--- src/rtl/tmr_cnt_pkg.sv ---
package tmr_cnt_pkg;
  // Number of redundant copies and voters; the voting scheme requires three.
  localparam int unsigned COPIES = 3;
endpackage

--- src/rtl/maj3_voter.sv ---
module maj3_voter #(
  parameter int unsigned W = 8
) (
  input  logic [W-1:0] a_i,
  input  logic [W-1:0] b_i,
  input  logic [W-1:0] c_i,
  output logic [W-1:0] y_o
);
  // Each output bit follows at least two of the three inputs.
  always_comb y_o = (a_i & b_i) | (a_i & c_i) | (b_i & c_i);
endmodule

--- src/rtl/tmr_cnt_copy.sv ---
module tmr_cnt_copy #(
  parameter int unsigned W = 8
) (
  input  logic         clk_i,
  input  logic         rst_ni,
  input  logic         en_i,
  input  logic         inj_i,
  input  logic [W-1:0] inj_val_i,
  input  logic [W-1:0] voted_i,
  output logic [W-1:0] q_o
);
  logic [W-1:0] nxt;

  // Next state is built from the voted value, never from q_o.
  always_comb begin
    if (inj_i)     nxt = inj_val_i;
    else if (en_i) nxt = voted_i + 1'b1;
    else           nxt = voted_i;
  end

  always_ff @(posedge clk_i or negedge rst_ni) begin
    if (!rst_ni) q_o <= '0;
    else         q_o <= nxt;
  end
endmodule

--- src/rtl/tmr_vote_counter.sv ---
module tmr_vote_counter #(
  parameter int unsigned WIDTH = 8
) (
  input  logic             clk_i,
  input  logic             rst_ni,
  input  logic             en_i,
  input  logic [2:0]       inj_en_i,
  input  logic [WIDTH-1:0] inj_val_i,
  output logic [WIDTH-1:0] cnt_a_o,
  output logic [WIDTH-1:0] cnt_b_o,
  output logic [WIDTH-1:0] cnt_c_o,
  output logic [2:0]       mismatch_o
);
  import tmr_cnt_pkg::*;

  logic [WIDTH-1:0] copy_q [COPIES];
  logic [WIDTH-1:0] vote   [COPIES];

  for (genvar k = 0; k < COPIES; k++) begin : g_lane
    // One voter per lane: all copies in, one voted word out.
    maj3_voter #(.W(WIDTH)) u_vote (
      .a_i (copy_q[0]),
      .b_i (copy_q[1]),
      .c_i (copy_q[2]),
      .y_o (vote[k])
    );

    // The copy of this lane is fed back from this lane's voter.
    tmr_cnt_copy #(.W(WIDTH)) u_copy (
      .clk_i     (clk_i),
      .rst_ni    (rst_ni),
      .en_i      (en_i),
      .inj_i     (inj_en_i[k]),
      .inj_val_i (inj_val_i),
      .voted_i   (vote[k]),
      .q_o       (copy_q[k])
    );

    assign mismatch_o[k] = (copy_q[k] != vote[k]);
  end

  assign cnt_a_o = vote[0];
  assign cnt_b_o = vote[1];
  assign cnt_c_o = vote[2];
endmodule

--- config.mk ---
export PLATFORM = sky130hd
export DESIGN_NAME = tmr_vote_counter
export DESIGN_NICKNAME = d
export VERILOG_FILES = /design/src/rtl/tmr_cnt_pkg.sv /design/src/rtl/maj3_voter.sv /design/src/rtl/tmr_cnt_copy.sv /design/src/rtl/tmr_vote_counter.sv
export SDC_FILE = /design/constraint.sdc
export NUM_CORES = 1
export LEC_CHECK = 0
export BUFFER_PORTS_ARGS = -buffer_cell sky130_fd_sc_hd__buf_2
export CORE_ASPECT_RATIO = 1.25
export CORE_MARGIN = 1
export CORE_UTILIZATION = 50
export CTS_CLUSTER_SIZE = 24
export DETAILED_ROUTE_END_ITERATION = 12
export GPL_TIMING_DRIVEN = 0
export PLACE_DENSITY_LB_ADDON = 0.05
export SYNTH_ARGS = -nofsm -noshare
export SYNTH_HDL_FRONTEND = slang
export SYNTH_SLANG_ARGS = --single-unit
--- constraint.sdc ---
create_clock -name clk_i -period 4.65 [get_ports clk_i]
set_input_delay 0.2325 -clock clk_i [delete_from_list [all_inputs] [get_ports clk_i]]
set_output_delay 0.2325 -clock clk_i [all_outputs]
set_load 0.05 [all_outputs]
==> impl_metrics.yaml <==
run_status:
  status: "completed"
hold_path:
  min-delay-path-class: "input port to flip-flop"
synthesis:
  synth_warnings: 0
  syn_area_per_cell_um2: 8.99
  synth_cell_types: 44
  synth_edf_count: 0
  synth-seq-cells: 24
  synth_fp_nets: 208
  synth_seq_area_share: 0.346
  synth.cell_area_um2: 1730
  ys_async_sr_fraction: 1.00
  syn_inst: 193
  ys.flop_type: "dfrtp_1"
worst_setup_path:
  r2r_setup_slack_ps: 2810
  critPathArrivalTime_ps: 2050
  r2r-start: "g_lane[1].u_copy.q_o[1]"
  r2r_end: "g_lane[0].u_copy.q_o[2]"
  cp_max_fo: 6
  path_class: "flip-flop to primary output"
  crit_chain: "a21o_1 -> a221oi_2 -> o2111ai_1 -> or4b_1 -> buf_2"
  worst_path_max_delay_cell: "or4b_1"
  endpoint_kind: "primary output"
  crit_path_start_kind: "flip-flop"
  crit_cells: 5
  critPathMaxStageDelay_ps: 490
  ff2ff_path_depth: 5
  crit_required_ps: 4420
  cp_top_family: "compound AO/OA/AOI/OAI gates"
  cp.buffers_inverters: 1
  endpoint: "mismatch_o[0]"
  crit_path_start: "g_lane[2].u_copy.q_o[7]"
sta:
  period_share: 0.491
  setup_violations: 0
  tightest_slew_ps: 527
  fmax_mhz: 438
  hold_viol: 0
  tns_ps: 0
  slew_headroom: 0.649
  rsz0062_at_grt: "false"
  fin_skew_ps: 4.48
  worst_hold_slack_ps: 202
  setup_slack_ps: 2370
  maxSlewViolCount: 0
  period_needed_ps: 2280
placed_design:
  place_ws_ps: 2660
  gp_congestion: 0.839
  hpwl_um: 3250
  io_buffers: 39
clock_network:
  clock_latency_ps: 260
  clkTransAtPathRegs_ps: 80
  htreeDepth: 1
  clock_path_buffers: 2
  cts_setup_buffers: 0
  ctsRootBufferMaster: "clkbuf_8"
  tritoncts: "yes"
  cts_sinks: 24
  cts_made_buffers: 3
die:
  die_w_um: 54.7
  dieArea_um2: 3710
  die_h_um: 67.8
  placementRows: 23
  ios: 41
  core_um2: 3250
  floorplan.initialDensity: 0.533
detailed_routing:
  drtIter0Drc: 34
  viasPerCell: 5.88
  firstDrtPassIters: 4
  ant_nets: 0
  drc: 0
  dr_total_vias: 1606
  drt_wl_total_um: 4140
  routedWlPerCell_um: 15.2
power_and_ir_drop:
  p_leak_nw: 0.873
  power_mw: 1.14
  powerDensity_nw_per_um2: 562
  ir_worst_vdd_mv: 0.662
layout:
  largest_register: "g_lane.u_copy.q_o"
  biggestRegsByFlops: "g_lane.u_copy.q_o x24"
  layout-drive-gt1-share: 0.326
  diodes: 0
  fillers: 301
  layout.nets: 253
  multi_input_area_um2: 955
  syn2layout_area_growth_pct: 16.9
  register_area_um2: 601
  largest_reg_flops: 24
global_route:
  antenna_found_initial: 0
  overflow: 0
  grt_pass1_vias: 1526
  grt_first_pass_wirelength_um: 6830
  grt_usage: 0.259
  grt_max_degree: 25
job:
  drv_cap: 0
cell usage in the layout (no fill, tap or decap), types with 2 or more instances in the layout:
| master | instances |
|---|---|
| nor3b_1 | 3 |
| maj3_2 | 5 |
| buf_4 | 16 |
| a21o_1 | 3 |
| and4_4 | 2 |
| clkbuf_1 | 4 |
| nand3b_1 | 3 |
| a311oi_1 | 3 |
| xnor2_1 | 3 |
| dfrtp_1 | 24 |
| nor3_1 | 3 |
| a21oi_1 | 9 |
| and3_4 | 3 |
| nand3_1 | 2 |
| o21a_1 | 4 |
| xor2_1 | 3 |
| o221ai_1 | 2 |
| nand2b_1 | 10 |
| buf_2 | 39 |
| nand2_1 | 17 |
| nor2_1 | 2 |
| o31a_1 | 6 |
| nor2b_1 | 10 |
| inv_1 | 7 |
| mux2_2 | 4 |
| nor4_1 | 3 |
| clkbuf_8 | 3 |
| o21ai_0 | 19 |
| nand4_1 | 5 |
| o21ai_1 | 2 |
cells in the mapped netlist, types with 2 or more instances:
cell type  instances  area (um^2)
dfrtp_1           24          601
o21ai_0           19         95.1
nand2_1           17         63.8
buf_4             16          120
nand2b_1          10         62.6
nor2b_1           10         62.6
a21oi_1            9         45.0
inv_1              7         26.3
o31a_1             6         52.6
maj3_2             5         56.3
nand4_1            5         31.3
clkbuf_1           4         15.0
mux2_2             4         45.0
o21a_1             4         30.0
a21o_1             3         22.5
a311oi_1           3         26.3
and3_4             3         33.8
nand3b_1           3         22.5
nor3_1             3         15.0
nor3b_1            3         22.5
nor4_1             3         18.8
xnor2_1            3         26.3
xor2_1             3         26.3
and4_4             2         22.5
nand3_1            2         10.0
nor2_1             2         7.51
o21ai_1            2         10.0
o221ai_1           2         17.5
worst register-to-register path, stage by stage, from the launching register on:
cell and delay (ps):
dfrtp_1 450, maj3_2 420, ha_1 300, nand2_1 200
xor2_1 220, o21ai_0 110
logic make-up after synthesis:
logic type	count (synthesis)	share of synthesized area
compound gates	57	0.219
xor+xnor	6	0.0303
fa+ha+maj	7	0.0455
buf+inv	29	0.103
flops	24	0.346
mux	5	0.0317
simple gates	65	0.224
report_power, final:
part | switching (mW) | internal, mW
combinational | 0.465 | 0.238
clock | 0.0639 | 0.0579
sequential | 0.0609 | 0.253
total | 0.589 | 0.549
timing repair:
action                    CTS  global route
resized for setup           0             0
hold endpoints to repair   24             0
hold buffers                1             0
layout make-up:
class | count | share of cell area
inverter | 8 | 0.0160
clock buffer | 3 | 0.0204
buffer | 21 | 0.0722
sequential | 24 | 0.296
timing repair buffer | 40 | 0.101
multi-input combinational | 140 | 0.471
tap | 37 | 0.0228
how the worst min path moves through the flow:
stage | slack [ps] | from | endpoint | depth (start not counted)
5_1_grt | 210 | inj_val_i[0] | g_lane[2].u_copy.q_o[0] | 3
2_1_floorplan | -60 | rst_ni | g_lane[0].u_copy.q_o[0] | 0
6_report | 200 | inj_val_i[0] | g_lane[0].u_copy.q_o[0] | 3
3_5_place_dp | 240 | rst_ni | g_lane[2].u_copy.q_o[4] | 1
3_3_place_gp | 230 | rst_ni | g_lane[2].u_copy.q_o[4] | 1
4_1_cts | 200 | inj_val_i[0] | g_lane[0].u_copy.q_o[0] | 3
layer usage:
metal	track usage	wire, um	part of all wire
met5	0	0	0
met4	0.119	85	0.021
met3	0.0333	213	0.051
met2	0.441	2070	0.50
met1	0.316	1770	0.43
stage by stage:
stage | instance area (um^2) | utilization | instances
final | 2030 | 0.623 | 273
after global routing | 2030 | 0.623 | 273
after CTS | 2030 | 0.623 | 273
after detailed placement | 1980 | 0.608 | 269
after global placement | 1980 | 0.608 | 269
after floorplan | 1730 | - | 193
No activity file was read; power rests on OpenSTA's default activity.
